[src/rtl/cs_pkg.sv]
// Shared types for the card strobe sequencer.
// Assumes 3-bit delay codes and 4-bit decoded wait counts (max 15).
package cs_pkg;
    localparam int CODE_W = 3;
    localparam int WAIT_W = 4;

    typedef enum logic [2:0] {
        ST_IDLE,
        ST_SETUP,
        ST_STROBE,
        ST_HOLD,
        ST_DONE
    } seq_state_t;

    typedef struct packed {
        logic io;   // 1: I/O space, 0: memory space
        logic wr;   // 1: write, 0: read
    } acc_kind_t;
endpackage

[src/rtl/cs_wait_decode.sv]
// Maps a 3-bit delay code onto its wait count: codes 0-3 are literal,
// codes 4-7 step by three (6, 9, 12, 15). Purely combinational.
module cs_wait_decode
    import cs_pkg::*;
(
    input  logic [CODE_W-1:0] code,
    output logic [WAIT_W-1:0] waits
);
    // Linear region below 4, then three cycles per step
    always_comb begin
        if (code[2]) waits = WAIT_W'(3 * ({1'b0, code} - 4'd2));
        else         waits = WAIT_W'(code);
    end
endmodule

[src/rtl/cs_down_counter.sv]
// Phase length counter: loads (length - 1) on phase entry and counts
// down to zero; the phase ends in the cycle where zero is flagged.
module cs_down_counter #(
    parameter int CNT_W = 4
) (
    input  logic             clk,
    input  logic             rst_n,
    input  logic             load,
    input  logic [CNT_W-1:0] load_val,
    output logic             is_zero
);
    logic [CNT_W-1:0] cnt;

    // Load on phase entry, otherwise count towards zero
    always_ff @(posedge clk) begin
        if (!rst_n)            cnt <= '0;
        else if (load)         cnt <= load_val;
        else if (cnt != '0)    cnt <= cnt - 1'b1;
    end

    assign is_zero = (cnt == '0);
endmodule

[src/rtl/card_strobe_seq.sv]
// Card bus strobe sequencer. Accepts one access at a time while idle,
// captures its timing set, then steps setup -> strobe -> hold -> done.
// Assumes the requester holds no expectations of back-pressure: a request
// seen outside the idle state is simply not taken.
module card_strobe_seq
    import cs_pkg::*;
#(
    parameter int WIDTH_W = 4
) (
    input  logic               clk,
    input  logic               rst_n,
    input  logic               req_valid,
    input  logic [1:0]         req_kind,
    input  logic               req_tc,
    input  logic [WIDTH_W-1:0] strobe_width,
    input  logic [CODE_W-1:0]  setup_code0,
    input  logic [CODE_W-1:0]  hold_code0,
    input  logic [CODE_W-1:0]  setup_code1,
    input  logic [CODE_W-1:0]  hold_code1,
    output logic               addr_valid,
    output logic               oe_n,
    output logic               we_n,
    output logic               sample,
    output logic               done
);
    localparam int CNT_W   = (WIDTH_W > WAIT_W) ? WIDTH_W : WAIT_W;
    localparam int N_FIELD = 2;   // index 0: setup, index 1: hold

    seq_state_t       state, nxt_state;
    acc_kind_t        live_kind, lat_kind;
    logic [CNT_W-1:0] lat_width, lat_hold;
    logic [CNT_W-1:0] live_width, live_hold, live_setup;
    logic [CNT_W-1:0] ld_val;
    logic             ld, cnt_zero, accept, live_mem_rd;

    logic [CODE_W-1:0] set0_code [N_FIELD];
    logic [CODE_W-1:0] set1_code [N_FIELD];
    logic [WAIT_W-1:0] dec_waits [N_FIELD];

    assign set0_code[0] = setup_code0;
    assign set0_code[1] = hold_code0;
    assign set1_code[0] = setup_code1;
    assign set1_code[1] = hold_code1;

    // One decoder per field, fed by the set the request selects
    for (genvar gi = 0; gi < N_FIELD; gi++) begin : g_field
        logic [CODE_W-1:0] sel_code;
        assign sel_code = req_tc ? set1_code[gi] : set0_code[gi];
        cs_wait_decode u_dec (
            .code  (sel_code),
            .waits (dec_waits[gi])
        );
    end

    assign live_kind   = acc_kind_t'(req_kind);
    assign live_mem_rd = !live_kind.io && !live_kind.wr;
    assign live_setup  = CNT_W'(dec_waits[0]);
    assign live_width  = (strobe_width == '0) ? CNT_W'(1) : CNT_W'(strobe_width);
    // Memory reads count hold from the sample cycle, which is itself one hold cycle
    assign live_hold   = (live_mem_rd && dec_waits[1] != '0)
                         ? CNT_W'(dec_waits[1] - 1'b1) : CNT_W'(dec_waits[1]);
    assign accept      = (state == ST_IDLE) && req_valid;

    // Capture the access parameters at acceptance
    always_ff @(posedge clk) begin
        if (!rst_n) begin
            lat_kind  <= '0;
            lat_width <= CNT_W'(1);
            lat_hold  <= '0;
        end else if (accept) begin
            lat_kind  <= live_kind;
            lat_width <= live_width;
            lat_hold  <= live_hold;
        end
    end

    // Phase transitions and counter loads
    always_comb begin
        nxt_state = state;
        ld        = 1'b0;
        ld_val    = '0;
        unique case (state)
            ST_IDLE: if (req_valid) begin
                ld = 1'b1;
                if (live_setup != '0) begin
                    nxt_state = ST_SETUP;
                    ld_val    = live_setup - 1'b1;
                end else begin
                    nxt_state = ST_STROBE;
                    ld_val    = live_width - 1'b1;
                end
            end
            ST_SETUP: if (cnt_zero) begin
                nxt_state = ST_STROBE;
                ld        = 1'b1;
                ld_val    = lat_width - 1'b1;
            end
            ST_STROBE: if (cnt_zero) begin
                if (lat_hold != '0) begin
                    nxt_state = ST_HOLD;
                    ld        = 1'b1;
                    ld_val    = lat_hold - 1'b1;
                end else begin
                    nxt_state = ST_DONE;
                end
            end
            ST_HOLD: if (cnt_zero) nxt_state = ST_DONE;
            ST_DONE: nxt_state = ST_IDLE;
            default: nxt_state = ST_IDLE;
        endcase
    end

    // State register
    always_ff @(posedge clk) begin
        if (!rst_n) state <= ST_IDLE;
        else        state <= nxt_state;
    end

    cs_down_counter #(.CNT_W(CNT_W)) u_cnt (
        .clk      (clk),
        .rst_n    (rst_n),
        .load     (ld),
        .load_val (ld_val),
        .is_zero  (cnt_zero)
    );

    // Output decode from registered state only
    always_comb begin
        addr_valid = (state == ST_SETUP) || (state == ST_STROBE) || (state == ST_HOLD);
        oe_n       = !((state == ST_STROBE) && !lat_kind.wr);
        we_n       = !((state == ST_STROBE) &&  lat_kind.wr);
        sample     = (state == ST_STROBE) && !lat_kind.wr && cnt_zero;
        done       = (state == ST_DONE);
    end
endmodule

[config.mk]
export PLATFORM = sky130hd
export DESIGN_NAME = card_strobe_seq
export DESIGN_NICKNAME = d
export VERILOG_FILES = /design/src/rtl/cs_pkg.sv /design/src/rtl/cs_wait_decode.sv /design/src/rtl/cs_down_counter.sv /design/src/rtl/card_strobe_seq.sv
export SDC_FILE = /design/constraint.sdc
export NUM_CORES = 1
export LEC_CHECK = 0
export BUFFER_PORTS_ARGS = -buffer_cell sky130_fd_sc_hd__buf_2
export CAP_MARGIN = 5
export CORE_ASPECT_RATIO = 2
export CORE_UTILIZATION = 55
export DETAILED_ROUTE_END_ITERATION = 8
export GPL_ROUTABILITY_DRIVEN = 0
export GPL_TIMING_DRIVEN = 0
export PLACE_DENSITY_LB_ADDON = 0.3
export SLEW_MARGIN = 20
export SYNTH_ARGS = -nofsm -noshare
export SYNTH_HDL_FRONTEND = slang
export SYNTH_SLANG_ARGS = --single-unit
[constraint.sdc]
create_clock -name clk -period 3.8 [get_ports clk]
set_clock_uncertainty 0.1 [all_clocks]
set_input_delay 0.38 -clock clk [delete_from_list [all_inputs] [get_ports clk]]
set_output_delay 0.38 -clock clk [all_outputs]
set_load 0.02 [all_outputs]
After elaboration in Yosys (flattened, before gate mapping)
Index checks and enable logic that the tools add are counted.
{"block": "word_totals", "ff_bits": 16, "input_bits": 22}
{"block": "op_classes", "add_sub_neg": 8, "n_mul": 2, "eq_ne": 8, "n_mux": 26, "n_reduce_logical": 22}
{"operator": "2-bit by 32-bit multiplier with 4-bit output (first input constant)", "n": 2}
{"operator": "4-bit two-way mux", "n": 11}
{"operator": "4-bit by 1-bit subtractor with 4-bit output (second input constant)", "n": 6}
{"operator": "3-bit two-way mux", "n": 7}
{"operator": "4-bit nonzero test", "n": 4}
{"operator": "3-bit one-hot mux with 4 select lines", "n": 1}
{"operator": "4-bit one-hot mux with 3 select lines", "n": 1}
{"operator": "4-bit logical NOT", "n": 2}
{"operator": "2-bit inequality test (second input constant)", "n": 4}
{"operator": "3-bit by 2-bit subtractor with 4-bit output (second input constant)", "n": 2}
{"operator": "3-bit by 2-bit == test with 1-bit output (second input constant)", "n": 2}
{"operator": "1-bit logical AND", "n": 6}
{"operator": "1-bit logical NOT", "n": 5}
{"operator": "1-bit two-way mux", "n": 4}
{"operator": "4-bit AND reduction", "n": 1}
{"operator": "3-bit by 1-bit == test with 1-bit output (second input constant)", "n": 1}
{"operator": "3-bit == test (second input constant)", "n": 1}
{"operator": "3-bit logical NOT", "n": 1}
{"operator": "1-bit one-hot mux with 3 select lines", "n": 1}
{"operator": "1-bit logical OR", "n": 2}
{"operator": "2-bit two-way mux", "n": 1}
{"operator": "2-bit nonzero test", "n": 1}

Depth between registers and ports, before layout
Gate-level depths: netlist of the first run.
{"block": "logic_depth", "depth_word": 9, "ltp_mapped": 12, "mapped_depth_nobuf": 10}

Modules after synthesis
A second synthesis of the first run with hierarchy kept.
{"block": "hier_totals", "hier_cells": 165, "area_unflattened_um2": 1350.0}
{"module": "card_strobe_seq", "instances": 1, "cells_each": 122, "area_per_inst_um2": 979.7, "seq_area_each_um2": 240.2}
{"module": "cs_down_counter", "instances": 1, "cells_each": 23, "area_per_inst_um2": 230.2, "seq_area_each_um2": 80.1}
{"module": "cs_wait_decode", "instances": 2, "cells_each": 10, "area_per_inst_um2": 70.1, "seq_area_each_um2": 0.0}

Worst setup path before layout of the first run
OpenSTA, ideal clock, no wires.
{"block": "synth_timing", "kind": "input port to flip-flop", "from": "input port req_tc", "to": "register lat_hold[1]", "setup_time_ns": 0.070, "arrival_time_ns": 2.661, "slack_ns": 0.969, "stages": 11, "path_buffers": 2, "cell_sequence": "buf_4 -> buf_4 -> mux2i_1 -> inv_1 -> ha_1 -> mux2i_1 -> mux2_2 -> ha_1 -> a311oi_2 -> mux2_1 -> a21oi_1"}
{"block": "synth_between", "elab_chain_len": 7}
{"item": "from (decl)", "line": "card_strobe_seq.sv:14", "source": "input logic req_tc,"}
{"item": "3-bit two-way mux (*)", "line": "card_strobe_seq.sv:48", "source": "assign sel_code = req_tc ? set1_code[gi] : set0_code[gi];"}
{"item": "3-bit by 2-bit subtractor with 4-bit output", "line": "cs_wait_decode.sv:11", "source": "if (code[2]) waits = WAIT_W'(3 * ({1'b0, code} - 4'd2));"}
{"item": "2-bit by 32-bit multiplier with 4-bit output", "line": "cs_wait_decode.sv:11"}
{"item": "4-bit two-way mux (*)", "line": "cs_wait_decode.sv:11"}
{"item": "branches (longest 2 deep; another with 4-bit by 1-bit subtractor with 4-bit output)"}
{"item": "4-bit two-way mux (*)", "line": "card_strobe_seq.sv:61", "source": "? CNT_W'(dec_waits[1] - 1'b1) : CNT_W'(dec_waits[1]);"}
{"item": "to (signal assigned)", "line": "card_strobe_seq.sv:73", "source": "lat_hold <= live_hold;"}
{"item": "to (decl)", "line": "card_strobe_seq.sv:31", "source": "logic [CNT_W-1:0] lat_width, lat_hold;"}
Mark *: on every way between the ends.
A chain may end at the register's enable or synchronous reset.

Worst setup path in the final report of the first run
Ends and elaborated chain as after synthesis.

==> results.toml, run 1 <==
[power]
irDropWorstVdd_mv = 0.232
clockPowerShare_pct = 17.5
cellInternalPower_uw = 504
power.share.sequential_pct = 30.7
total_design_power_uw = 878
combinationalPowerShare_pct = 51.9
swShare_pct = 42.6
p_per_area_mw_per_mm2 = 535
leakagePower_nw = 0.698
power.net_switching_uw = 374

[yosys]
syn_area_per_cell_sq_um = 7.81
number_of_flops_mapped_to_enable_cells_by_yosys = 0
most_used_flip_flop_cell_after_synthesis = "sky130_fd_sc_hd__dfxtp_1"
synthesis.instances = 183
synth.yosys.seq_area_share_pct = 22.4
async_flop_share_pct = 0
synth_warnings = 0
yosys.area.top_type = "sky130_fd_sc_hd__dfxtp_1"
synthesis.area_sq_mm = 0.00143
yosysTopAreaCellShare_pct = 22.4
synth.distinct_cells = 51
postSynthRegisterBits = 16
synth_area_leaders = "sky130_fd_sc_hd__dfxtp_1 22%, sky130_fd_sc_hd__ha_1 7.9%, sky130_fd_sc_hd__mux2i_1 5.6%"
netlist_top_cells_count = "17 x sky130_fd_sc_hd__nand2_1, 17 x sky130_fd_sc_hd__nor2_1, 16 x sky130_fd_sc_hd__dfxtp_1"
synthesis.nets = 214

[cts]
ctsRootBufferMaster = "sky130_fd_sc_hd__clkbuf_8"
clock-sinks = 16
ctsResizeCount = 0
clk-insertion-delay-late_ns = 0.25
cts_tree = "built"
h-tree-depth = 1
numCtsBuffers = 3
worst_setup_hold_path_clk_slew_ns = 0.07
cts-root-to-sink-buffers = 2
cts.hold.buffers_added = 0
post-cts-setup-buffer-count = 0

[floorplan]
core_rows = 25
fp.dieW_microns = 38.1
total_die_area_sq_mm = 0.00282
initial_standard_cell_utilization_of_the_core_pct = 59.4
die_height_microns = 74.1
top_level_ports = 27
fp.coreArea_sq_mm = 0.00241

[layout]
layout.cells.non_filler = 238
diodes = 0
drive_gt1_share_pct = 18.5
layout-area-overhead-vs-synth_pct = 14.6
nNetsFinal = 243
final_util_pct = 68.1

[timing]
worst_pin_slew_ns = 0.471
final_hold_viol_count = 0
maxSlewHeadroom_pct = 68.3
totalNegativeSetupSlack_ns = 0
finalSetupViolations = 0
min_period_over_period_pct = 77.4
finalMaxSlewViolations = 0
worst_hold_slack_ns = 0.288
rsz0062_at_grt = "false"
fmax_ghz = 0.340
finalCriticalPeriod_ns = 2.94

[min_path]
worst_hold_path.endpoint = "lat_kind[0]"
hold_crit_start = "req_kind[0]"
worstHoldPathType = "in -> reg"
hold-path-cell-count = 3

[critical_path]
critical_path_peak_fanout = 10
path_class = "in -> reg"
startpoint_type = "input pin"
worstReg2RegStart = "u_cnt.cnt[0]"
arrival_ns = 3.03
crit_required_ns = 3.89
r2r.worst_path.cells = 7
r2r_slack_ns = 1.71
critical_register_to_register_path_endpoint = "u_cnt.cnt[2]"
worstSetupEndpointType = "register"

[detailed_routing]
route.detailed.vias_per_inst = 5.96
dr_total_vias = 1418
wl_met1_microns = 1270
dr.first_iter.drc_count = 39
dr_wl_met3_microns = 69
detailed_router_iteration_count_before_antenna_repair = 4
drc = 0
met2_wirelength_microns = 1990
detail-route-antenna-nets = 0
routed_wire_length_per_instance_microns = 14.2
postRouteWirelength_microns = 3380
top_layer_used = "met4"

[global_route]
grt_antenna_before_repair = 0
gr-usage-all-layers_pct = 27.8
grt_first_pass_wirelength_microns = 5750
number_of_global_route_vias_before_repair = 1321
grt.overflow.total = 0
maximum_number_of_pins_on_one_net_before_global_route_repair = 11

[status]
run_status = "completed"

[placed_design]
placement.io_buffers = 24
hpwl_detailed_microns = 2710
placed_cells = 234

[job]
max_cap_violations = 0
worst max path at each step:
stage	startpoint	to	slack [ns]	depth (start not counted)
3_3_place_gp	req_tc	lat_hold[1]	0.74	11
2_1_floorplan	req_tc	lat_hold[1]	0.97	11
4_1_cts	req_tc	lat_hold[1]	0.85	11
5_1_grt	req_tc	lat_hold[1]	0.74	11
3_5_place_dp	req_tc	lat_hold[1]	0.62	11
6_report	req_tc	lat_hold[1]	0.86	11
layout make-up:
type,count,area (sq um)
Buffer,7,41.3
Clock buffer,4,55.1
Fill cell,191,769
Inverter,13,48.8
Multi-Input combinational cell,147,1020
Sequential cell,16,320
Tap cell,27,33.8
Timing Repair Buffer,24,120
state kept, by name, indices dropped and copies added, names as in the netlist:
signal	count
lat_kind	1
lat_hold	4
u_cnt.cnt	4
state	3
lat_width	4
worst max-delay path: stages:
cell and delay, ns:
sky130_fd_sc_hd__buf_4 0.15, sky130_fd_sc_hd__buf_4 0.20, sky130_fd_sc_hd__mux2i_1 0.39, sky130_fd_sc_hd__inv_1 0.11, sky130_fd_sc_hd__ha_1 0.32, sky130_fd_sc_hd__mux2i_1 0.09, sky130_fd_sc_hd__mux2_2 0.31, sky130_fd_sc_hd__ha_1 0.23
sky130_fd_sc_hd__a311oi_2 0.36, sky130_fd_sc_hd__mux2_1 0.37, sky130_fd_sc_hd__a21oi_1 0.13
power by group through the flow:
stage / logic (mW) / clock network, mW / registers [mW]
2_1_floorplan: 0.351 / 0 / 0.259
3_5_place_dp: 0.447 / 0 / 0.273
3_3_place_gp: 0.438 / 0 / 0.268
5_1_grt: 0.515 / 0.164 / 0.277
4_1_cts: 0.454 / 0.153 / 0.269
6_report: 0.455 / 0.153 / 0.269
cells in the final DEF, fill, tap and decap left out, types with 4 or more instances in the layout:
cell type / instances
sky130_fd_sc_hd__buf_2: 24
sky130_fd_sc_hd__nor2_1: 17
sky130_fd_sc_hd__nand2_1: 17
sky130_fd_sc_hd__dfxtp_1: 16
sky130_fd_sc_hd__inv_1: 13
sky130_fd_sc_hd__a21oi_1: 11
sky130_fd_sc_hd__ha_1: 9
sky130_fd_sc_hd__mux2i_1: 8
sky130_fd_sc_hd__nor3_1: 7
sky130_fd_sc_hd__o21ai_0: 7
sky130_fd_sc_hd__xnor2_1: 5
sky130_fd_sc_hd__o211ai_1: 4
sky130_fd_sc_hd__nand3_1: 4
sky130_fd_sc_hd__clkbuf_8: 4
cells by family after synthesis:
kind of cell	count (synthesis)	share of synthesized area (%)
AND/OR/NAND/NOR	72	28.7
AO/OA/AOI/OAI	49	23.3
multiplexers	10	7.17
flip-flops	16	22.4
adder cells (fa/ha/maj)	9	7.87
XOR/XNOR	7	4.29
buffers and inverters	20	6.30
per-layer routing:
| metal | vias to the layer above | GRT usage (%) |
|---|---|---|
| li1 | 730 | - |
| met2 | 32 | 54.2 |
| met1 | 651 | 27.8 |
| met4 | 0 | 10.7 |
| met5 | - | 0 |
| met3 | 5 | 2.99 |
stage by stage:
step,setup WS (ns),instance area [sq um]
2_1_floorplan,0.969,1430
3_3_place_gp,0.743,1580
3_5_place_dp,0.616,1580
4_1_cts,0.853,1640
5_1_grt,0.739,1640
6_report,0.858,1640
Note: power is estimated with default switching activity, not from simulation.
==> run 2, diff against run 1 <==
==> constraint.sdc (replaced) <==
create_clock -name clk -period 2.8 [get_ports clk]
set_clock_uncertainty 0.1 [all_clocks]
set_input_delay 0.28 -clock clk [delete_from_list [all_inputs] [get_ports clk]]
set_output_delay 0.28 -clock clk [all_outputs]
set_load 0.02 [all_outputs]
==> run 2 against run 1 <==
Die area is the same. Combinational power rose by 36%. Via count rose by 0.56%. Critical path type unchanged. Highest routed layer unchanged.
==> results.toml, run 2 (same netlist as run 1, synthesis figures left out) <==
[status]
run_status = "completed"

[cts]
clock-sinks = 16
cts-root-to-sink-buffers = 2
numCtsBuffers = 3
cts_tree = "built"
clk-insertion-delay-late_ns = 0.26
h-tree-depth = 1
ctsRootBufferMaster = "sky130_fd_sc_hd__clkbuf_8"
worst_setup_hold_path_clk_slew_ns = 0.07

[timing]
final_hold_viol_count = 0
worst_pin_slew_ns = 0.472
rsz0062_at_grt = "false"
min_period_over_period_pct = 94.7
finalMaxSlewViolations = 0
maxSlewHeadroom_pct = 68.3
finalSetupViolations = 0
fmax_ghz = 0.377
finalCriticalPeriod_ns = 2.65

[layout]
layout.cells.most_common = "sky130_fd_sc_hd__buf_2"
nNetsFinal = 244
layout-area-overhead-vs-synth_pct = 15.4
biggestRegsByFlops = "lat_hold (4), lat_width (4), u_cnt.cnt (4)"
design_area_sq_mm = 0.00165
drive_gt1_share_pct = 19.3
leading_cell_types_in_the_layout_fill_and_taps_excluded = "24 x sky130_fd_sc_hd__buf_2, 17 x sky130_fd_sc_hd__nor2_1, 17 x sky130_fd_sc_hd__nand2_1"
diodes = 0
fillCellCount = 191

[power]
clockPowerShare_pct = 17.5
swShare_pct = 42.6
power.share.sequential_pct = 30.7
power.net_switching_uw = 508
cellInternalPower_uw = 686
irDropWorstVdd_mv = 0.316
leakagePower_nw = 0.702
p_per_area_mw_per_mm2 = 723
total_design_power_mw = 1.19
combinationalPowerShare_pct = 51.8

[global_route]
grt.overflow.total = 0
grt_antenna_before_repair = 0
gr-usage-all-layers_pct = 27.9
number_of_global_route_vias_before_repair = 1325
grt_first_pass_wirelength_microns = 5770
maximum_number_of_pins_on_one_net_before_global_route_repair = 11

[floorplan]
die_height_microns = 74.1
initial_standard_cell_utilization_of_the_core_pct = 59.4
total_die_area_sq_mm = 0.00282
top_level_ports = 27
fp.coreArea_sq_mm = 0.00241
core_rows = 25
fp.dieW_microns = 38.1

[critical_path]
startpoint_type = "input pin"
worstSetupEndpointType = "register"
arrival_ns = 2.74
critical_path_peak_fanout = 10
crit_required_ns = 2.89
path_class = "in -> reg"

[detailed_routing]
postRouteWirelength_microns = 3370
dr_total_vias = 1426
drc = 0
detail-route-antenna-nets = 0
route.detailed.vias_per_inst = 5.97
dr.first_iter.drc_count = 40
detailed_router_iteration_count_before_antenna_repair = 6
routed_wire_length_per_instance_microns = 14.1

[placed_design]
placement.io_buffers = 24
postPlaceCellArea_sq_mm = 0.00158
hpwl_detailed_microns = 2710

[job]
max_cap_violations = 0

[min_path]
worstHoldPathType = "in -> reg"
[run 2: cell types whose count changed in the layout (fill, tap and decap cells not counted)]
cell | before | now
sky130_fd_sc_hd__buf_4 | 2 | 3
sky130_fd_sc_hd__mux2i_2 | 0 | 1
sky130_fd_sc_hd__mux2i_1 | 8 | 7
[run 2: per-layer routing]
metal  vias to the layer above  routed length (microns)  track usage (%)
li1                        730                        -                -
met1                       659                     1250             27.9
met2                        32                     1990             54.4
met3                         5                       70             2.99
met4                         0                       50             10.7
met5                         -                        0                0
[run 2: repair_timing]
item / 4_1_cts / 5_1_grt
hold endpoints to repair: 0 / 0
hold buffers: 0 / 0
pin swaps: 0 / 1
resized for setup: 1 / 0
setup endpoints to repair: 1 / 1
gates cloned: 0 / 0
buffers inserted: 0 / 1
[run 2: final cells by class]
class	count	area (sq um)	area share (%)
sequential	16	320	19.4
multi-input combinational	147	1020	62.0
buffer	7	41.3	2.50
tap	27	33.8	2.05
inverter	13	48.8	2.96
timing repair buffer	25	128	7.73
clock buffer	4	55.1	3.34
[run 2: path summary, 6_finish.rpt]
| kind | startpoint | to | slack, ns | cells after the start |
|---|---|---|---|---|
| setup / recovery | req_tc | lat_hold[1] | 0.15 | 11 |
| hold / removal | req_kind[0] | lat_kind[0] | 0.19 | 3 |
| setup reg to reg | u_cnt.cnt[0] | u_cnt.cnt[2] | 0.70 | 7 |
| hold reg to reg | lat_kind[0] | lat_kind[0] | 0.37 | 2 |
[run 2: critical path: stages]
cell	delay, ns
sky130_fd_sc_hd__buf_4	0.15
sky130_fd_sc_hd__buf_4	0.20
sky130_fd_sc_hd__mux2i_2	0.32
sky130_fd_sc_hd__inv_1	0.10
sky130_fd_sc_hd__ha_1	0.32
sky130_fd_sc_hd__mux2i_1	0.09
sky130_fd_sc_hd__mux2_2	0.31
sky130_fd_sc_hd__ha_1	0.23
sky130_fd_sc_hd__a311oi_2	0.26
sky130_fd_sc_hd__mux2_1	0.36
sky130_fd_sc_hd__a21oi_1	0.13
[run 2: per-stage QoR]
stage | setup WS, ns | hold WS [ns] | instances | TNS (ns) | utilization (%)
global placement | -0.157 | 0.354 | 234 | -0.157 | 65.8
detailed placement | -0.284 | 0.362 | 234 | -0.324 | 65.8
floorplan | 0.0689 | 0.315 | 183 | 0 | -
global route | 0.0290 | 0.211 | 239 | 0 | 68.5
CTS | 0.0271 | 0.189 | 238 | 0 | 68.2
finish | 0.150 | 0.185 | 239 | 0 | 68.5
[run 2: power groups by stage]
stage	Combinational, mW	Clock [mW]	Sequential [mW]
6_report	0.619	0.209	0.366
4_1_cts	0.618	0.208	0.365
3_5_place_dp	0.607	0	0.371
5_1_grt	0.701	0.222	0.376
2_1_floorplan	0.476	0	0.352
3_3_place_gp	0.594	0	0.364
==> run 3, diff against run 2 <==
--- a/config.mk
+++ b/config.mk
@@ -8,11 +8,12 @@
 export BUFFER_PORTS_ARGS = -buffer_cell sky130_fd_sc_hd__buf_2
 export CAP_MARGIN = 5
 export CORE_ASPECT_RATIO = 2
-export CORE_UTILIZATION = 55
+export CORE_UTILIZATION = 35
 export DETAILED_ROUTE_END_ITERATION = 8
 export GPL_ROUTABILITY_DRIVEN = 0
 export GPL_TIMING_DRIVEN = 0
 export PLACE_DENSITY_LB_ADDON = 0.3
+export REMOVE_ABC_BUFFERS = 1
 export SLEW_MARGIN = 20
 export SYNTH_ARGS = -nofsm -noshare
 export SYNTH_HDL_FRONTEND = slang
==> run 3 against run 2 <==
Count of clock-buffer cells in the layout is 1 lower. First-iteration DRC count is 63% lower. Register-to-register slack hardly changed. Worst hold slack better by 0.019 ns. Utilization is 26 points lower. Critical endpoint unchanged.
==> results.toml, run 3 (same netlist as run 1, synthesis figures left out) <==
[cts]
cts.hold.buffers_added = 0
cts-root-to-sink-buffers = 2
clk-insertion-delay-late_ns = 0.25
numCtsBuffers = 3
cts_tree = "built"
ctsRootBufferMaster = "sky130_fd_sc_hd__clkbuf_8"
clock-sinks = 16
h-tree-depth = 1
post-cts-setup-buffer-count = 0
worst_setup_hold_path_clk_slew_ns = 0.06

[job]
max_cap_violations = 0

[timing]
finalCriticalPeriod_ns = 2.66
worst_pin_slew_ns = 0.812
fmax_ghz = 0.377
final_hold_viol_count = 0
layout_setup_ws_ns = 0.145
finalMaxSlewViolations = 0
min_period_over_period_pct = 94.8
maxSlewHeadroom_pct = 45.5
rsz0062_at_grt = "false"
finalSetupViolations = 0

[global_route]
number_of_global_route_vias_before_repair = 1323
maximum_number_of_pins_on_one_net_before_global_route_repair = 20
gr-usage-all-layers_pct = 17.4
grt.overflow.total = 0
grt_first_pass_wirelength_microns = 5620
grt_antenna_before_repair = 0

[floorplan]
initial_standard_cell_utilization_of_the_core_pct = 36.8
die_height_microns = 92.4
fp.dieW_microns = 47.2
top_level_ports = 27
core_rows = 32
total_die_area_sq_mm = 0.00436
fp.coreArea_sq_mm = 0.00388

[placed_design]
hpwl_detailed_microns = 2650
preCtsSetupSlack_ns = -0.289
postPlaceCellArea_sq_mm = 0.00158
placed_cells = 253
placement.io_buffers = 26

[detailed_routing]
routed_wire_length_per_instance_microns = 12.7
met2_wirelength_microns = 1960
postRouteWirelength_microns = 3260
wl_met1_microns = 1220
dr_wl_met3_microns = 33
route.detailed.vias_per_inst = 5.20
drc = 0
detailed_router_iteration_count_before_antenna_repair = 4
detail-route-antenna-nets = 0
dr_total_vias = 1330
dr.first_iter.drc_count = 15
top_layer_used = "met4"

[power]
power.share.sequential_pct = 32.5
clockPowerShare_pct = 15.2
combinationalPowerShare_pct = 52.3
swShare_pct = 43.1
cellInternalPower_uw = 641
p_per_area_mw_per_mm2 = 687
irDropWorstVdd_mv = 0.286
leakagePower_nw = 0.679
power.net_switching_uw = 485

[min_path]
worstHoldPathType = "in -> reg"

[critical_path]
path_class = "in -> reg"
worstSetupEndpointType = "register"
startpoint_type = "input pin"
critical_path_peak_fanout = 19
arrival_ns = 2.73
crit_required_ns = 2.88

[layout]
fillCellCount = 426
diodes = 0
drive_gt1_share_pct = 18.5
design_area_sq_mm = 0.00164
final_util_pct = 42.2
leading_cell_types_in_the_layout_fill_and_taps_excluded = "25 x sky130_fd_sc_hd__buf_2, 17 x sky130_fd_sc_hd__nor2_1, 17 x sky130_fd_sc_hd__nand2_1"
layout-area-overhead-vs-synth_pct = 14.6
biggestRegsByFlops = "lat_hold (4), lat_width (4), u_cnt.cnt (4)"
layout.cells.most_common = "sky130_fd_sc_hd__buf_2"
layout.cells.non_filler = 256
nNetsFinal = 238

[status]
run_status = "completed"
[run 3: cell types whose count changed in the layout (fill, tap and decap cells not counted)]
cell	delta
sky130_fd_sc_hd__clkbuf_1	-3
sky130_fd_sc_hd__mux2i_4	+1
sky130_fd_sc_hd__buf_6	-1
sky130_fd_sc_hd__buf_4	-3
sky130_fd_sc_hd__clkbuf_8	-1
sky130_fd_sc_hd__clkbuf_4	+1
sky130_fd_sc_hd__buf_1	-1
sky130_fd_sc_hd__mux2i_2	-1
sky130_fd_sc_hd__buf_2	+1
[run 3: per-layer routing]
metal | vias up | global-route usage (%)
li1 | 709 | -
met1 | 605 | 17.6
met2 | 14 | 33.9
met3 | 2 | 1.17
met4 | 0 | 5.71
met5 | - | 0
[run 3: worst paths after layout]
path | start | end | slack, ns | cells after the start
worst max-delay path | req_tc | lat_hold[1] | 0.14 | 10
worst min-delay path | req_kind[0] | lat_kind[0] | 0.20 | 3
worst max register to register | u_cnt.cnt[0] | u_cnt.cnt[3] | 0.70 | 7
worst min register to register | lat_kind[0] | lat_kind[0] | 0.36 | 2
[run 3: critical path: stages]
cell and delay [ns]:
sky130_fd_sc_hd__clkbuf_4 0.26, sky130_fd_sc_hd__mux2i_4 0.31, sky130_fd_sc_hd__inv_1 0.08, sky130_fd_sc_hd__ha_1 0.30, sky130_fd_sc_hd__mux2i_1 0.08, sky130_fd_sc_hd__mux2_2 0.30
sky130_fd_sc_hd__ha_1 0.23, sky130_fd_sc_hd__a311oi_2 0.37, sky130_fd_sc_hd__mux2_1 0.36, sky130_fd_sc_hd__a21oi_1 0.14
[run 3: through the flow]
stage	power, mW	hold WS (ns)	TNS (ns)
4_1_cts	1.14	0.201	0
2_1_floorplan	0.803	0.269	0
6_report	1.13	0.204	0
3_3_place_gp	0.957	0.350	-0.307
3_5_place_dp	0.962	0.356	-0.357
5_1_grt	1.23	0.220	0
[run 3: power groups by stage]
stage                     logic, mW  registers [mW]  clock network, mW
after floorplan               0.451           0.352                  0
after global placement        0.586           0.371                  0
after detailed placement      0.591           0.372                  0
after CTS                     0.597           0.366              0.177
after global routing          0.669           0.379              0.184
final                         0.588           0.366              0.171
[run 3: what timing repair did]
| item | CTS | global route |
|---|---|---|
| gates cloned | 0 | 0 |
| gates resized for setup | 1 | 2 |
| pin swaps | 0 | 0 |
| endpoints found under the setup margin | 1 | 1 |
| hold endpoints to repair | 0 | 0 |
[run 3: cell type report]
class,count,area (sq um),share of cell area [%]
Timing Repair Buffer,26,133,8.09
Inverter,13,48.8,2.98
Multi-Input combinational cell,147,1030,63.0
Tap cell,51,63.8,3.89
Clock buffer,3,41.3,2.52
Sequential cell,16,320,19.5
